$ cat src/rtl/sem_pkg.sv
package sem_pkg;

   localparam int NUM_FLAGS = 4;

   // status bit positions
   localparam int FLG_FALSE   = 0;
   localparam int FLG_INVALID = 1;
   localparam int FLG_HALT    = 2;
   localparam int FLG_EARLY   = 3;

   // control code groups
   localparam logic [4:0] CG_IDLE = 5'b11111;
   localparam logic [4:0] CG_J    = 5'b11000;
   localparam logic [4:0] CG_K    = 5'b10001;
   localparam logic [4:0] CG_T    = 5'b01101;
   localparam logic [4:0] CG_R    = 5'b00111;
   localparam logic [4:0] CG_H    = 5'b00100;

   typedef enum logic [2:0] {
      SC_DATA, SC_IDLE, SC_J, SC_K, SC_T, SC_R, SC_H, SC_BAD
   } sym_class_e;

   typedef enum logic [2:0] {
      ST_HUNT, ST_GOT_J, ST_FRAME, ST_GOT_T, ST_RECOVER
   } mon_state_e;

   function automatic sym_class_e classify(input logic [4:0] cg);
      sym_class_e c;
      unique case (cg)
         CG_IDLE: c = SC_IDLE;
         CG_J:    c = SC_J;
         CG_K:    c = SC_K;
         CG_T:    c = SC_T;
         CG_R:    c = SC_R;
         CG_H:    c = SC_H;
         5'b11110, 5'b01001, 5'b10100, 5'b10101,
         5'b01010, 5'b01011, 5'b01110, 5'b01111,
         5'b10010, 5'b10011, 5'b10110, 5'b10111,
         5'b11010, 5'b11011, 5'b11100, 5'b11101: c = SC_DATA;
         default: c = SC_BAD;
      endcase
      return c;
   endfunction

endpackage

$ cat src/rtl/sem_classifier.sv
module sem_classifier
   import sem_pkg::*;
#(
   parameter int CODE_W = 5
) (
   input  logic [CODE_W-1:0] code_i,
   output sym_class_e        cls_o
);

   always_comb cls_o = classify(code_i[4:0]);

endmodule

$ cat src/rtl/sem_frame_fsm.sv
module sem_frame_fsm
   import sem_pkg::*;
#(
   parameter int IDLE_RUN = 2
) (
   input  logic                 clk,
   input  logic                 rst_n,
   input  logic                 enable_i,
   input  logic                 vld_i,
   input  sym_class_e           cls_i,
   output logic [NUM_FLAGS-1:0] ev_o,
   output logic                 in_frame_o
);

   localparam int RUN_W = $clog2(IDLE_RUN + 1);
   localparam logic [RUN_W-1:0] RUN_LAST = RUN_W'(IDLE_RUN - 1);

   mon_state_e       st_q, st_n;
   logic [RUN_W-1:0] run_q, run_n;
   logic [NUM_FLAGS-1:0] ev;
   logic             in_frame_q;

   // in-frame handling shared by FRAME and by GOT_T when no R follows
   always_comb begin
      st_n  = st_q;
      run_n = run_q;
      ev    = '0;
      if (vld_i) begin
         unique case (st_q)
            ST_HUNT: begin
               run_n = '0;
               if (cls_i == SC_J) st_n = ST_GOT_J;
               else if (cls_i != SC_IDLE) begin
                  ev[FLG_FALSE] = 1'b1;
                  st_n          = ST_RECOVER;
               end
            end
            ST_GOT_J: begin
               run_n = '0;
               if (cls_i == SC_K) st_n = ST_FRAME;
               else begin
                  ev[FLG_FALSE] = 1'b1;
                  st_n          = ST_RECOVER;
               end
            end
            ST_RECOVER: begin
               if (cls_i != SC_IDLE) run_n = '0;
               else if (run_q == RUN_LAST) begin
                  run_n = '0;
                  st_n  = ST_HUNT;
               end else run_n = run_q + 1'b1;
            end
            ST_FRAME, ST_GOT_T: begin
               if (st_q == ST_GOT_T && cls_i == SC_R) begin
                  run_n = '0;
                  st_n  = ST_HUNT;
               end else begin
                  st_n  = ST_FRAME;
                  run_n = '0;
                  unique case (cls_i)
                     SC_T:   st_n = ST_GOT_T;
                     SC_H: begin
                        ev[FLG_HALT] = 1'b1;
                        st_n         = ST_HUNT;
                     end
                     SC_BAD: ev[FLG_INVALID] = 1'b1;
                     SC_IDLE: begin
                        if (run_q == RUN_LAST) begin
                           ev[FLG_EARLY] = 1'b1;
                           st_n          = ST_HUNT;
                        end else run_n = run_q + 1'b1;
                     end
                     default: ;
                  endcase
               end
            end
            default: begin
               st_n  = ST_HUNT;
               run_n = '0;
            end
         endcase
      end
   end

   always_ff @(posedge clk or negedge rst_n) begin
      if (!rst_n) begin
         st_q       <= ST_HUNT;
         run_q      <= '0;
         in_frame_q <= 1'b0;
      end else if (!enable_i) begin
         st_q       <= ST_HUNT;
         run_q      <= '0;
         in_frame_q <= 1'b0;
      end else begin
         st_q       <= st_n;
         run_q      <= run_n;
         in_frame_q <= (st_n == ST_FRAME) || (st_n == ST_GOT_T);
      end
   end

   assign ev_o       = enable_i ? ev : '0;
   assign in_frame_o = in_frame_q;

endmodule

$ cat src/rtl/sem_sticky_bank.sv
module sem_sticky_bank #(
   parameter int N = 4
) (
   input  logic         clk,
   input  logic         rst_n,
   input  logic         enable_i,
   input  logic         clr_i,
   input  logic [N-1:0] set_i,
   output logic [N-1:0] q_o
);

   for (genvar b = 0; b < N; b++) begin : g_bit
      logic bit_q;
      always_ff @(posedge clk or negedge rst_n) begin
         if (!rst_n)          bit_q <= 1'b0;
         else if (!enable_i)  bit_q <= 1'b0;
         else if (set_i[b])   bit_q <= 1'b1;
         else if (clr_i)      bit_q <= 1'b0;
      end
      assign q_o[b] = bit_q;
   end

endmodule

$ cat src/rtl/sym_err_mon.sv
module sym_err_mon
   import sem_pkg::*;
#(
   parameter int                   CODE_W   = 5,
   parameter int                   IDLE_RUN = 2,
   parameter logic [NUM_FLAGS-1:0] ERR_MASK = '1
) (
   input  logic                 clk,
   input  logic                 rst_n,
   input  logic [CODE_W-1:0]    code_i,
   input  logic                 code_vld_i,
   input  logic                 fast_mode_i,
   input  logic                 stat_rd_i,
   output logic [NUM_FLAGS-1:0] stat_o,
   output logic                 rx_err_o,
   output logic                 in_pkt_o
);

   if (CODE_W != 5) begin : g_bad_width
      $error("sym_err_mon: CODE_W must be 5 for 4B/5B code groups");
   end
   if (IDLE_RUN < 2) begin : g_bad_run
      $error("sym_err_mon: IDLE_RUN must be at least 2");
   end

   sym_class_e           cls;
   logic [NUM_FLAGS-1:0] ev;
   logic [NUM_FLAGS-1:0] ev_err;
   logic                 err_q;

   sem_classifier #(.CODE_W(CODE_W)) u_cls (
      .code_i (code_i),
      .cls_o  (cls)
   );

   sem_frame_fsm #(.IDLE_RUN(IDLE_RUN)) u_fsm (
      .clk        (clk),
      .rst_n      (rst_n),
      .enable_i   (fast_mode_i),
      .vld_i      (code_vld_i),
      .cls_i      (cls),
      .ev_o       (ev),
      .in_frame_o (in_pkt_o)
   );

   sem_sticky_bank #(.N(NUM_FLAGS)) u_stat (
      .clk      (clk),
      .rst_n    (rst_n),
      .enable_i (fast_mode_i),
      .clr_i    (stat_rd_i),
      .set_i    (ev),
      .q_o      (stat_o)
   );

   for (genvar i = 0; i < NUM_FLAGS; i++) begin : g_mask
      if (ERR_MASK[i]) begin : g_on
         assign ev_err[i] = ev[i];
      end else begin : g_off
         assign ev_err[i] = 1'b0;
      end
   end

   always_ff @(posedge clk or negedge rst_n) begin
      if (!rst_n) err_q <= 1'b0;
      else        err_q <= |ev_err;
   end

   assign rx_err_o = err_q;

endmodule

$ cat config.mk
export PLATFORM = sky130hd
export DESIGN_NAME = sym_err_mon
export DESIGN_NICKNAME = d
export VERILOG_FILES = /design/src/rtl/sem_pkg.sv /design/src/rtl/sem_classifier.sv /design/src/rtl/sem_frame_fsm.sv /design/src/rtl/sem_sticky_bank.sv /design/src/rtl/sym_err_mon.sv
export SDC_FILE = /design/constraint.sdc
export NUM_CORES = 1
export LEC_CHECK = 0
export BUFFER_PORTS_ARGS = -buffer_cell sky130_fd_sc_hd__buf_2
export CORE_MARGIN = 3
export CORE_UTILIZATION = 55
export DETAILED_ROUTE_END_ITERATION = 10
export GPL_TIMING_DRIVEN = 0
export PLACE_DENSITY = 0.8
export SLEW_MARGIN = 15
export SYNTH_ARGS = -nofsm -noshare
export SYNTH_HDL_FRONTEND = slang
export SYNTH_HIERARCHICAL = 1
export SYNTH_SLANG_ARGS = --single-unit
$ cat constraint.sdc
create_clock -name clk -period 2.7 [get_ports clk]
set_input_delay 0.405 -clock clk [delete_from_list [all_inputs] [get_ports clk]]
set_output_delay 0.405 -clock clk [all_outputs]
set_load 0.01 [all_outputs]
==> impl_metrics.json <==
{
  "status": "completed",
  "uppermost_metal_layer_occupied_by_signal_nets": "met4",
  "insertedDiodeCount": 0,
  "fp.coreArea_um2": 1186,
  "final_net_count": 111,
  "synth_ff_type": "sky130_fd_sc_hd__dfrtp_1",
  "synth_nets": 90,
  "route.detailed.drc": 0,
  "timing.max_slew.rel_slack_pct": 63.24,
  "irDropWorstVdd_uv": 400.2,
  "die-width_um": 42.82,
  "layout-drive-gt1-share_pct": 24.00,
  "cts.sinks": 11,
  "total_power_mw": 0.3591,
  "root_buffer": "sky130_fd_sc_hd__clkbuf_4",
  "worst_path_dominant_cell_family": "simple AND/OR/NAND/NOR gates",
  "count_of_pins_on_the_block_boundary": 16,
  "routed-wl-met3_um": 102,
  "rr_worst_depth": 3,
  "worst_r2r_startpoint": "u_fsm/st_q[0]",
  "dpl.hpwl_um": 1177,
  "port-buffer-count": 15,
  "yosys_register_bits": 11,
  "yosys_warnings": 6,
  "yosysSeqAreaShare_pct": 36.91,
  "synthDistinctLibCells": 37,
  "grt-ovfl-total": 0,
  "fp-row-count": 12,
  "critical_path_buf_inv_count": 2,
  "fp.dieArea_um2": 1834,
  "cp-start-kind": "primary input",
  "cts.htree.levels": 1,
  "grt_setup_unrepaired": "no",
  "cell_area_after_synthesis_um2": 745.7,
  "post_synth_inst_count": 80,
  "cts_made_buffers": 3,
  "worstSkewPairLatency_ns": 0.26,
  "area_growth_pct": 17.28,
  "crit_path_top_delay_cell": "sky130_fd_sc_hd__or4b_1",
  "gp_routability_congestion": 0.8224,
  "detailroute.wirelength.met2_um": 743,
  "track_usage_pct": 20.19,
  "syn-mean-instance-area_um2": 9.321,
  "synth_edf_count": 0,
  "cts_max_path_buffers": 2,
  "power_density_nw_per_um2": 410.6,
  "worst_path_depth": 9,
  "clock.fmax_ghz": 0.4034,
  "tns_ns": 0,
  "critical_path.cell_chain": "buf_2 -> or4b_1 -> o31a_1 -> nand3_1 -> buf_4 -> or3b_1 -> or3_4 -> a221o_1 -> and2_1",
  "worst_setup_path_startpoint": "code_i[0]",
  "first_pass_iters": 4,
  "worst_r2r_end": "rx_err_o",
  "routed_via_density": 6.053,
  "grt_start_max_net_pins": 12,
  "async_reset_ff_share_pct": 100.0,
  "grt_first_pass_wirelength_um": 2842,
  "cts_tree": "yes",
  "routedLengthMet1_um": 711,
  "final.min_clock_period_ns": 2.479,
  "leakage_nw": 0.4470,
  "first_global_vias": 652,
  "critical_path_start_end_classification": "primary input to flop",
  "worst-path-max-fanout": 9,
  "final.period_utilization_pct": 91.81,
  "timing_hold_violations_final": 0,
  "finalMaxSlewViolations": 0,
  "setup_violations": 0,
  "drt-total-wl_um": 1582,
  "critPathCapture": "u_fsm/st_q[2]",
  "rrSetupSlack_ns": 0.92,
  "end_kind": "flop",
  "worst_hold_path_type": "primary input to flop",
  "dpl-instance-area_um2": 838.3,
  "drv_cap": 0,
  "via_count": 690,
  "initial_utilization_pct": 62.87,
  "post_drt_wl_per_cell_um": 13.88,
  "timing.critical_path.required_ns": 2.85,
  "worst_clock_skew_ns": 0.005479,
  "timing.critical_path.slowest_cell_delay_ns": 0.52,
  "antenna_violations_before_repair": 0,
  "fp.dieH_um": 42.82,
  "postRouteAntennaNets": 0,
  "critical_path_arrival_ns": 2.63,
  "final_non_filler_cell_area_um2": 874.6,
  "initialDrtViolationCount": 16,
  "postCtsSetupBuffers": 0,
  "worst_pin_slew_ns": 0.5456,
  "post_cts_clock_slew_at_the_launch_and_capture_registers_of_the_worst_setup_and_hold_paths_ns": 0.07
}
==> placed cells by master, fill, tap and decap left out, types with 2 or more instances in the layout <==
| cell type | count |
|---|---|
| sky130_fd_sc_hd__o21a_1 | 4 |
| sky130_fd_sc_hd__inv_1 | 5 |
| sky130_fd_sc_hd__and2b_1 | 2 |
| sky130_fd_sc_hd__dfrtp_1 | 11 |
| sky130_fd_sc_hd__or4b_1 | 2 |
| sky130_fd_sc_hd__buf_4 | 5 |
| sky130_fd_sc_hd__o21ai_0 | 4 |
| sky130_fd_sc_hd__a21oi_1 | 2 |
| sky130_fd_sc_hd__and2_1 | 2 |
| sky130_fd_sc_hd__buf_2 | 15 |
| sky130_fd_sc_hd__nor2_1 | 3 |
| sky130_fd_sc_hd__a21boi_0 | 2 |
| sky130_fd_sc_hd__clkbuf_4 | 3 |
| sky130_fd_sc_hd__nor3b_1 | 3 |
| sky130_fd_sc_hd__nor2b_1 | 7 |
| sky130_fd_sc_hd__nand3_1 | 2 |
| sky130_fd_sc_hd__nand2_1 | 4 |
==> where the power goes <==
group | leakage, nW | total [mW] | switching (mW) | internal, mW
Sequential | 0.151 | 0.174 | 0.00432 | 0.169
Clock | 0.0150 | 0.111 | 0.0535 | 0.0571
Combinational | 0.281 | 0.0747 | 0.0412 | 0.0336
==> per-layer routing <==
metal  vias up  GRT usage, %
met5         -             0
met4         0         10.56
met3         4         2.542
met2        34         29.64
met1       319         28.46
li1        333             -
==> cell type report <==
class / instances / area, µm²
Multi-Input combinational cell: 59 / 414.1
Timing Repair Buffer: 16 / 85.08
Fill cell: 92 / 311.5
Clock buffer: 4 / 26.28
Sequential cell: 11 / 275.3
Tap cell: 14 / 17.52
Inverter: 5 / 18.77
Buffer: 5 / 37.54
==> cell usage after synthesis, drive strengths merged, types with 3 or more instances <==
| cell | instances | area [µm²] |
|---|---|---|
| nor2b | 7 | 43.79 |
| o21a | 4 | 30.03 |
| buf | 5 | 37.54 |
| nor3b | 3 | 22.52 |
| inv | 5 | 18.77 |
| nor2 | 3 | 11.26 |
| dfrtp | 11 | 275.3 |
| o21ai | 4 | 20.02 |
| nand2 | 4 | 15.01 |
==> stage by stage <==
stage	worst slack [ns]	utilization, %	std cells	hold WS (ns)
floorplan	0.2147	-	80	0.1094
global placement	-0.01615	70.68	109	0.2880
detailed placement	-0.04625	70.68	109	0.2904
CTS	0.2220	73.73	114	0.4499
global route	0.1098	73.73	114	0.4716
finish	0.2210	73.73	114	0.4539
==> logic make-up after synthesis <==
family | share of synthesized area, %
AO/OA/AOI/OAI | 22.48
AND/OR/NAND/NOR | 30.54
flip-flops | 36.91
multiplexers | 1.342
XOR/XNOR | 1.175
buffers and inverters | 7.551
==> flip-flops by register name (all words and copies together) (netlist names) <==
name and flops:
rx_err_o 1, u_fsm/in_frame_o 1, u_fsm/run_q 2, u_fsm/st_q 3, u_stat/g_bit.bit_q 4
==> what timing repair did <==
action	4_1_cts	5_1_grt
hold buffers	1	0
endpoints found under the hold margin	3	0
gates resized for setup	0	0
==> worst min-delay path by stage <==
stage	cells after the start	slack [ns]	startpoint	end
2_1_floorplan	0	0.11	rst_n	rx_err_o
3_3_place_gp	1	0.29	rst_n	u_fsm/st_q[0]
3_5_place_dp	1	0.29	rst_n	u_fsm/st_q[0]
4_1_cts	2	0.45	fast_mode_i	u_stat/g_bit[2].bit_q
5_1_grt	2	0.47	fast_mode_i	u_stat/g_bit[0].bit_q
6_report	2	0.45	fast_mode_i	u_stat/g_bit[2].bit_q
Note: power is estimated with default switching activity, not from simulation.
